## src/rtl/mw_pkg.sv

```systemverilog
package mw_pkg;
    // Positions of the bus lines inside the synchroniser vector
    localparam int LN_CS = 0;
    localparam int LN_SK = 1;
    localparam int LN_SI = 2;
    localparam int LN_SO = 3;
    localparam int N_LINES = 4;
    // Lines that need edge detection: select and serial clock
    localparam int N_EDGE = 2;
    localparam int ED_CS = 0;
    localparam int ED_SK = 1;
endpackage

```

## src/rtl/mw_sync.sv

```systemverilog
module mw_sync #(
    parameter int NL     = 4,
    parameter int STAGES = 2
) (
    input  logic          clk,
    input  logic          rst_n,
    input  logic [NL-1:0] raw_i,
    output logic [NL-1:0] lvl_o
);
    localparam int TOP = STAGES - 1;

    for (genvar g = 0; g < NL; g++) begin : g_line
        logic [STAGES-1:0] chain_d, chain_q;

        always_comb begin
            chain_d = {chain_q[STAGES-2:0], raw_i[g]};
        end

        always_ff @(posedge clk) begin
            if (!rst_n) chain_q <= '0;
            else        chain_q <= chain_d;
        end

        assign lvl_o[g] = chain_q[TOP];
    end
endmodule

```

## src/rtl/mw_edge.sv

```systemverilog
module mw_edge #(
    parameter int W = 2
) (
    input  logic         clk,
    input  logic         rst_n,
    input  logic [W-1:0] lvl_i,
    output logic [W-1:0] rise_o,
    output logic [W-1:0] fall_o
);
    logic [W-1:0] prev_d, prev_q;

    always_comb begin
        prev_d = lvl_i;
        rise_o = lvl_i & ~prev_q;
        fall_o = ~lvl_i & prev_q;
    end

    always_ff @(posedge clk) begin
        if (!rst_n) prev_q <= '0;
        else        prev_q <= prev_d;
    end
endmodule

```

## src/rtl/mw_framer.sv

```systemverilog
module mw_framer #(
    parameter int CNT_W = 16
) (
    input  logic             clk,
    input  logic             rst_n,
    input  logic             cs_rise,
    input  logic             cs_fall,
    input  logic             sk_lvl,
    input  logic             sk_rise,
    input  logic             sk_fall,
    input  logic             si_lvl,
    input  logic             so_lvl,
    output logic             bit_valid,
    output logic             bit_si,
    output logic             bit_so,
    output logic             start_valid,
    output logic             warn_clk,
    output logic             warn_start,
    output logic             done,
    output logic             done_status,
    output logic [CNT_W-1:0] cnt_out,
    output logic             stat_act,
    output logic             stat_rdy
);
    typedef struct packed {
        logic             in_frame;
        logic             xfer;
        logic             seen_rise;
        logic             start_pend;
        logic             have_bit;
        logic             cur_si;
        logic             cur_so;
        logic [CNT_W-1:0] cnt;
        logic             bit_valid;
        logic             bit_si;
        logic             bit_so;
        logic             start_valid;
        logic             warn_clk;
        logic             warn_start;
        logic             done;
        logic             done_status;
        logic [CNT_W-1:0] cnt_out;
        logic             stat_act;
        logic             stat_rdy;
    } fr_t;

    fr_t d, q;
    logic [CNT_W-1:0] cnt_inc;

    always_comb begin
        cnt_inc = (&q.cnt) ? q.cnt : q.cnt + 1'b1;

        d             = q;
        d.bit_valid   = 1'b0;
        d.start_valid = 1'b0;
        d.warn_clk    = 1'b0;
        d.warn_start  = 1'b0;
        d.done        = 1'b0;

        if (cs_rise) begin
            // Open a window; a high clock here counts as low
            d.in_frame    = 1'b1;
            d.xfer        = 1'b0;
            d.seen_rise   = 1'b0;
            d.start_pend  = 1'b1;
            d.have_bit    = 1'b0;
            d.cur_si      = 1'b0;
            d.cur_so      = 1'b0;
            d.cnt         = '0;
            d.done_status = 1'b0;
            d.warn_clk    = sk_lvl;
        end else if (q.in_frame && cs_fall) begin
            d.in_frame    = 1'b0;
            d.done        = 1'b1;
            d.done_status = !q.xfer;
            if (q.xfer && q.have_bit && !sk_lvl) begin
                if (q.start_pend) begin
                    d.start_valid = 1'b1;
                    d.start_pend  = 1'b0;
                end else begin
                    d.bit_valid = 1'b1;
                    d.bit_si    = q.cur_si;
                    d.bit_so    = q.cur_so;
                    d.cnt       = cnt_inc;
                end
            end
            d.cnt_out = d.cnt;
        end else if (q.in_frame) begin
            if (sk_rise) begin
                if (!q.seen_rise) begin
                    // Classification point of the window
                    d.seen_rise = 1'b1;
                    if (si_lvl) begin
                        d.xfer     = 1'b1;
                        d.have_bit = 1'b1;
                        d.cur_si   = 1'b1;
                    end else begin
                        d.warn_start = 1'b1;
                    end
                end else if (q.xfer) begin
                    if (q.start_pend) begin
                        d.start_valid = 1'b1;
                        d.start_pend  = 1'b0;
                    end else begin
                        d.bit_valid = 1'b1;
                        d.bit_si    = q.cur_si;
                        d.bit_so    = q.cur_so;
                        d.cnt       = cnt_inc;
                    end
                    d.cur_si = si_lvl;
                end
            end else if (sk_fall && q.xfer) begin
                d.cur_so = so_lvl;
            end
        end

        d.stat_act = d.in_frame && !d.xfer;
        d.stat_rdy = d.stat_act && so_lvl;
    end

    always_ff @(posedge clk) begin
        if (!rst_n) q <= '0;
        else        q <= d;
    end

    assign bit_valid   = q.bit_valid;
    assign bit_si      = q.bit_si;
    assign bit_so      = q.bit_so;
    assign start_valid = q.start_valid;
    assign warn_clk    = q.warn_clk;
    assign warn_start  = q.warn_start;
    assign done        = q.done;
    assign done_status = q.done_status;
    assign cnt_out     = q.cnt_out;
    assign stat_act    = q.stat_act;
    assign stat_rdy    = q.stat_rdy;


    done_on_cs_fall_chk: assert property (@(posedge clk) disable iff (!rst_n)
        (cs_fall && q.in_frame && !cs_rise) |=> q.done);


    warn_clk_src_chk: assert property (@(posedge clk) disable iff (!rst_n)
        q.warn_clk |-> $past(cs_rise && sk_lvl));


    poll_quiet_chk: assert property (@(posedge clk) disable iff (!rst_n)
        (q.done && q.done_status) |-> (!q.bit_valid && !q.start_valid));


    ready_needs_active_chk: assert property (@(posedge clk) disable iff (!rst_n)
        q.stat_rdy |-> q.stat_act);


    idle_quiet_chk: assert property (@(posedge clk) disable iff (!rst_n)
        (!q.in_frame && !cs_rise) |=> (!q.bit_valid && !q.start_valid && !q.warn_start));
endmodule

```

## src/rtl/mw_monitor.sv

```systemverilog
module mw_monitor #(
    parameter int CNT_W  = 16,
    parameter int STAGES = 2
) (
    input  logic             clk,
    input  logic             rst_n,
    input  logic             cs_i,
    input  logic             sk_i,
    input  logic             si_i,
    input  logic             so_i,
    output logic             bit_valid_o,
    output logic             bit_si_o,
    output logic             bit_so_o,
    output logic             start_valid_o,
    output logic             warn_clk_high_o,
    output logic             warn_start_low_o,
    output logic             frame_done_o,
    output logic             frame_is_status_o,
    output logic [CNT_W-1:0] bit_count_o,
    output logic             status_active_o,
    output logic             status_ready_o
);
    import mw_pkg::*;

    logic [N_LINES-1:0] raw, lvl;
    logic [N_EDGE-1:0]  e_lvl, e_rise, e_fall;

    always_comb begin
        raw        = '0;
        raw[LN_CS] = cs_i;
        raw[LN_SK] = sk_i;
        raw[LN_SI] = si_i;
        raw[LN_SO] = so_i;
        e_lvl         = '0;
        e_lvl[ED_CS]  = lvl[LN_CS];
        e_lvl[ED_SK]  = lvl[LN_SK];
    end

    mw_sync #(.NL(N_LINES), .STAGES(STAGES)) u_sync (
        .clk   (clk),
        .rst_n (rst_n),
        .raw_i (raw),
        .lvl_o (lvl)
    );

    mw_edge #(.W(N_EDGE)) u_edge (
        .clk    (clk),
        .rst_n  (rst_n),
        .lvl_i  (e_lvl),
        .rise_o (e_rise),
        .fall_o (e_fall)
    );

    mw_framer #(.CNT_W(CNT_W)) u_framer (
        .clk         (clk),
        .rst_n       (rst_n),
        .cs_rise     (e_rise[ED_CS]),
        .cs_fall     (e_fall[ED_CS]),
        .sk_lvl      (lvl[LN_SK]),
        .sk_rise     (e_rise[ED_SK]),
        .sk_fall     (e_fall[ED_SK]),
        .si_lvl      (lvl[LN_SI]),
        .so_lvl      (lvl[LN_SO]),
        .bit_valid   (bit_valid_o),
        .bit_si      (bit_si_o),
        .bit_so      (bit_so_o),
        .start_valid (start_valid_o),
        .warn_clk    (warn_clk_high_o),
        .warn_start  (warn_start_low_o),
        .done        (frame_done_o),
        .done_status (frame_is_status_o),
        .cnt_out     (bit_count_o),
        .stat_act    (status_active_o),
        .stat_rdy    (status_ready_o)
    );
endmodule

```

## config.mk

```make
export PLATFORM = sky130hd
export DESIGN_NAME = mw_monitor
export DESIGN_NICKNAME = d
export VERILOG_FILES = /design/src/rtl/mw_pkg.sv /design/src/rtl/mw_sync.sv /design/src/rtl/mw_edge.sv /design/src/rtl/mw_framer.sv /design/src/rtl/mw_monitor.sv
export SDC_FILE = /design/constraint.sdc
export NUM_CORES = 1
export LEC_CHECK = 0
export BUFFER_PORTS_ARGS = -buffer_cell sky130_fd_sc_hd__buf_2
export CAP_MARGIN = 20
export CORE_MARGIN = 2
export CORE_UTILIZATION = 52
export DETAILED_ROUTE_END_ITERATION = 7
export PLACE_DENSITY = 0.75
export SLEW_MARGIN = 40
export SYNTH_ARGS = -nofsm -noshare
export SYNTH_HDL_FRONTEND = slang
export SYNTH_SLANG_ARGS = --single-unit
export TNS_END_PERCENT = 5
```

## constraint.sdc

```tcl
create_clock -name clk -period 1.8 [get_ports clk]
set_input_delay 0.27 -clock clk [delete_from_list [all_inputs] [get_ports clk]]
set_output_delay 0.27 -clock clk [all_outputs]
set_load 0.01 [all_outputs]
```

Yosys cells after proc, flatten, opt, wreduce, memory -nomap -nowiden
Index checks and enable logic that the tools add are counted.

Bits in registers: 59. Bits in latches: 0. RAM bits: 0. Memory bits (read-only): 0. Word-level logic and storage cells: 96. Memories: 0.

$add $sub $neg: 1. Multiply operators: 0. Div/mod/pow operators: 0. Order comparisons: 0. Eq/ne operators: 3. Shifts and indexed selects: 0. Multiplexer cells: 28. Bitwise operators: 10. Reductions and logical operators: 30.

Operators by type and width (number): $mux 20 (5); $mux 26 (1); $mux 23 (1); $mux 19 (1); $mux 18 (1); $add 16x1->16 const B (1); $mux 16 (1); $reduce_and 16->1 (1); $reduce_and 5->1 (3); $mux 1 (13); $reduce_bool 3->1 (4); $reduce_bool 2->1 (5); $reduce_and 4->1 (2); $logic_and 1x1->1 (6); $mux 2 (3); $not 1->1 (6); $reduce_and 6->1 (1); $reduce_or 6->1 (1); $mux 5 (1); $and 2x2->2 (2); $not 2->2 (2); $reduce_and 2->1 (2); $logic_not 1->1 (3); $mux 3 (1); 5 further kinds (5).

Longest topological paths before layout
Depth in word-level cells: 12. Gate-level depth with buffers: 7.

Hierarchy
Synthesis repeated with hierarchy kept, for this count alone.

Cells, all modules: 345. Area total of the unflattened synthesis: 2919.0 µm².

By module, submodules not included: mw_framer (instances 1, cells an instance 317, area each 2601.2 µm², sequential area each 980.9 µm²); mw_sync (instances 1, cells an instance 20, area each 240.2 µm², sequential area each 160.2 µm²); mw_edge (instances 1, cells an instance 8, area each 77.6 µm², sequential area each 40.0 µm²).

Worst setup path before layout
OpenSTA, ideal clock, no wires.

Path kind: flip-flop to flip-flop. Start: register u_framer.q[26] (netlist name). End: register u_framer.q (netlist bit u_framer.cnt_out[14]). Data arrival time: 1693 ps. Path slack: -12 ps. Stages on the path, launching flop included: 7. Buffers on the path: 0. Clock period less this slack: 1812 ps. Path through: dfxtp_1 > ha_1 > nand4b_1 > or4_1 > or2_1 > mux2i_1 > o21ai_1.

Word-level cells in the longest chain between the ends: 4. Elaborated cells on any way between the ends: 5.

RTL lines: start, declared (line mw_framer.sv:47) `fr_t d, q;`; start signal, assigned (line mw_framer.sv:122) `if (!rst_n) q <= '0;`; start signal, assigned (line mw_framer.sv:123) `else q <= d;`; $add 16x1->16 or $reduce_and 16->1 (tied branches) (line mw_framer.sv:51) `cnt_inc = (&q.cnt) ? q.cnt : q.cnt + 1'b1;`; $mux 16 * (line mw_framer.sv:51); $mux 19 *; $mux 20 * (line mw_framer.sv:76) `if (q.xfer && q.have_bit && !sk_lvl) begin`.

Every way passes the cells marked *; elsewhere a longest branch is shown, timed or not. The select of a mux whose other input is x is not followed. A chain may end at the register's enable or synchronous reset.

Final worst setup path
Ends and elaborated chain as after synthesis.

==> key figures <==
Pwr
  – Flop pwr share: 0.523
  – Leakage: 1.446 nW
  – Combinational cell fraction of total power: 0.031
  – PwrDens: 722.0 nW/um^2
  – Max VDD drop: 0.0006230 V
  – Int Pwr: 1.875 mW
  – Sw frac: 0.2626
  – Clock group share of total power: 0.446
  – Sw power: 667.8 uW

Timing
  – Period minus WS final: 1.843 ns
  – Max-slew headroom: 0.7873
  – RSZ-0062 raised after global routing: yes
  – Slew @ Worst Pin: 0.3167 ns
  – Endpoints failing setup: 2
  – Fin crit share: 1.024
  – F_max: 542.5 MHz
  – Slew Limit Fails: 0
  – Worst Setup Slack, final: -0.04318 ns
  – Hold Vio Cnt, Final: 0
  – Layout Skew: 0.006250 ns

Die
  – Die area: 6112 sq um
  – Num rows: 27
  – Number of I/O pins: 32
  – Starting density of the core: 0.5294
  – Placeable Area: 5405 sq um
  – Die width: 78.18 microns
  – Die Ht: 78.18 microns

Worst setup path
  – Critical path fanouts, max: 3
  – Crit Reg-Reg Startpoint: u_framer.q[26]$_SDFFE_PP0P_
  – CP Capture Type: register
  – Data arrival time of the worst path: 2.09 ns
  – Startpoint Class: register
  – Critical path required time: 2.05 ns
  – Worst reg-to-reg setup slack: -0.04 ns
  – Crit Path Class: register to register
  – R2R Path End: u_framer.cnt_out[14]$_SDFFE_PN0P_
  – FF-to-FF path depth: 6

Finish
  – Final Net Count: 382
  – Fin area: 3522 sq um
  – Layout cells sized above 1: 0.3105
  – Finished Layout Cells: 452
  – Diode count: 0
  – Area Growth Syn to Fin: 23.09%

Yosys
  – Area leader, netlist: dfxtp_1
  – Syn_area_per_cell: 8.805 sq um
  – Syn Inst Count: 325
  – Synth cell types: 47
  – Sequential fraction of the synthesis area: 0.4128
  – Synth warn: 0
  – Post-synth EDFFs: 0
  – FF+latch count, synth: 59
  – Dominant cells by area after synthesis: dfxtp_1 (41%), buf_4 (4.7%), a21oi_1 (4.2%)
  – Synth Cell Area: 2861 sq um
  – Top-area cell type share of the netlist area: 0.4128
  – Ys flop type: dfxtp_1
  – Post-synthesis net count: 332
  – Ys async rst share: 0

CTS
  – CTS Buf Count: 9
  – H-tree depth: 3
  – Hold_buf cts: 0
  – Max Buffers Root-to-Sink: 2
  – Clock transition at the registers of the reported paths: 0.08 ns
  – CTS tree: yes
  – Clock Latency Late Sink: 0.35 ns
  – Clock Root Buffer: clkbuf_8
  – CTS sink count: 59

Route
  – Vias/cell: 5.600
  – WL per Instance: 15.35 microns
  – Post-Route WL: 6.936 mm
  – # DRC: 0
  – DRT antenna net count: 0
  – First-pass iteration count of the detailed router: 4
  – Iter 0 DRT Violations: 227
  – DR vias: 2531

Placement
  – Post-DP HPWL: 4.837 mm
  – Placer Congestion: 0.8887
  – Placed instance area: 3177 sq um
  – IO Port Bufs: 31
  – Placed Cells incl. Taps: 429

Hold path
  – Hold Crit Depth: 2
  – Hold path startpoint: si_i
  – Worst Hold Class: primary input to register
  – Hold endpoint: u_sync.g_line[2].chain_q[0]$_SDFF_PN0_

Run
  – Max-Cap Viols: 0

GRT
  – Number of global-route vias before repair: 2268
  – First-pass GRT wire length: 10.94 mm
  – Largest net degree at the start of global routing: 31
  – Initial antenna violation count: 0
  – GRT Residual Overflow: 0
  – Total global-route track usage: 0.2319

Run status
  – Status: finished with violations
  – Failing checks: setup timing
[how the worst max path moves through the flow]
stage / start / to / cells past startpoint
global placement: u_framer.q[27]$_SDFFE_PP0P_ / u_framer.cnt_out[14]$_SDFFE_PN0P_ / 6
global route: u_framer.q[27]$_SDFFE_PP0P_ / u_framer.cnt_out[14]$_SDFFE_PN0P_ / 6
detailed placement: u_framer.q[27]$_SDFFE_PP0P_ / u_framer.cnt_out[14]$_SDFFE_PN0P_ / 6
finish: u_framer.q[26]$_SDFFE_PP0P_ / u_framer.cnt_out[14]$_SDFFE_PN0P_ / 6
CTS: u_framer.q[27]$_SDFFE_PP0P_ / u_framer.cnt_out[14]$_SDFFE_PN0P_ / 6
floorplan: u_framer.q[27]$_SDFFE_PP0P_ / u_framer.cnt_out[14]$_SDFFE_PN0P_ / 6
[cell usage after synthesis, types with 5 or more instances]
master	count
xnor2_1	12
a21boi_0	5
and4_1	5
nand2_1	15
mux2i_1	6
buf_2	8
nand3_1	14
nor2b_1	5
nor3_1	7
and2_1	15
xor2_1	6
o21ai_0	20
nand4_1	7
a211oi_1	6
dfxtp_1	59
a21oi_1	24
nor2_1	22
clkbuf_1	11
buf_4	18
[area by class of cell]
type	instances	area [sq um]
multi-input combinational	226	1554
timing repair buffer	76	493.0
clock inverter	7	61.31
fill	452	1883
clock buffer	9	123.9
sequential	59	1189
inverter	3	11.26
tap	72	90.09
[cells by family (layout without fill, tap and decap cells)]
logic type      after synthesis  after routing  synth area share
buf+inv                      40             95           0.07958
fa+ha+maj                     1              1          0.004372
flops                        59             59            0.4128
compound gates               75             75            0.1631
simple gates                126            126            0.2641
xor+xnor                     18             18           0.05509
mux                           6              6           0.02099
[routing by layer]
layer  wire, microns  track usage  up-vias
met2            3181       0.3569       95
met1            3115       0.3075     1167
met5               0            0        -
met4             145       0.1228        0
met3             493      0.04598       13
li1                -            -     1256
[metrics by stage]
step           worst slack (ns)  hold slack [ns]    util  power, mW  TNS [ns]
6_report               -0.04318           0.1170  0.6516      2.543  -0.05204
5_1_grt                 -0.1076           0.1200  0.6516      2.621   -0.6171
4_1_cts                -0.08345           0.1089  0.6310      2.563   -0.1384
3_5_place_dp           -0.08366           0.4169  0.5877      1.438   -0.2218
3_3_place_gp           -0.03778           0.4130  0.5877      1.436  -0.03778
2_1_floorplan          0.007426           0.3973       -      1.408         0
[flip-flops by register name (all words and copies together) (netlist names)]
| name | flops |
|---|---|
| u_framer.stat_rdy | 1 |
| u_framer.stat_act | 1 |
| u_framer.cnt_out | 16 |
| u_framer.bit_si | 1 |
| u_framer.warn_start | 1 |
| u_framer.done | 1 |
| u_framer.bit_valid | 1 |
| u_framer.warn_clk | 1 |
| u_sync.g_line.chain_q | 8 |
| u_framer.done_status | 1 |
| u_framer.bit_so | 1 |
| u_framer.q | 23 |
| u_framer.start_valid | 1 |
| u_edge.prev_q | 2 |
[cells in the final DEF (no fill, tap or decap), types with 5 or more instances in the layout]
| cell type | count |
|---|---|
| buf_4 | 45 |
| nand2_1 | 14 |
| o21ai_0 | 19 |
| clkbuf_8 | 9 |
| a21boi_0 | 5 |
| nand4_1 | 7 |
| xnor2_1 | 11 |
| nor3_1 | 7 |
| and2_1 | 15 |
| a211oi_1 | 6 |
| a21oi_1 | 24 |
| nor2_1 | 21 |
| mux2i_1 | 6 |
| dfxtp_2 | 6 |
| buf_2 | 31 |
| xor2_1 | 6 |
| nand3_1 | 14 |
| dfxtp_1 | 53 |
[power by group through the flow]
stage | Combinational (mW) | Clock, mW | Sequential [mW]
3_3_place_gp | 0.0769 | 0 | 1.36
3_5_place_dp | 0.0779 | 0 | 1.36
2_1_floorplan | 0.0507 | 0 | 1.36
4_1_cts | 0.0784 | 1.15 | 1.33
6_report | 0.0786 | 1.13 | 1.33
5_1_grt | 0.0860 | 1.20 | 1.33
[critical path, cell delays in order, from the launching register on]
cell	delay (ns)
dfxtp_2	0.36
ha_4	0.14
nand4b_1	0.17
or4_4	0.58
or2_4	0.24
mux2i_1	0.16
o21ai_1	0.09
[timing repair]
action / 4_1_cts / 5_1_grt
gates resized for setup: 7 / 16
setup endpoints to repair: 4 / 20
setup buffers: 2 / 5
pin swaps: 5 / 10
endpoints found under the hold margin: 0 / 0
(Power assumes the default switching activity.)
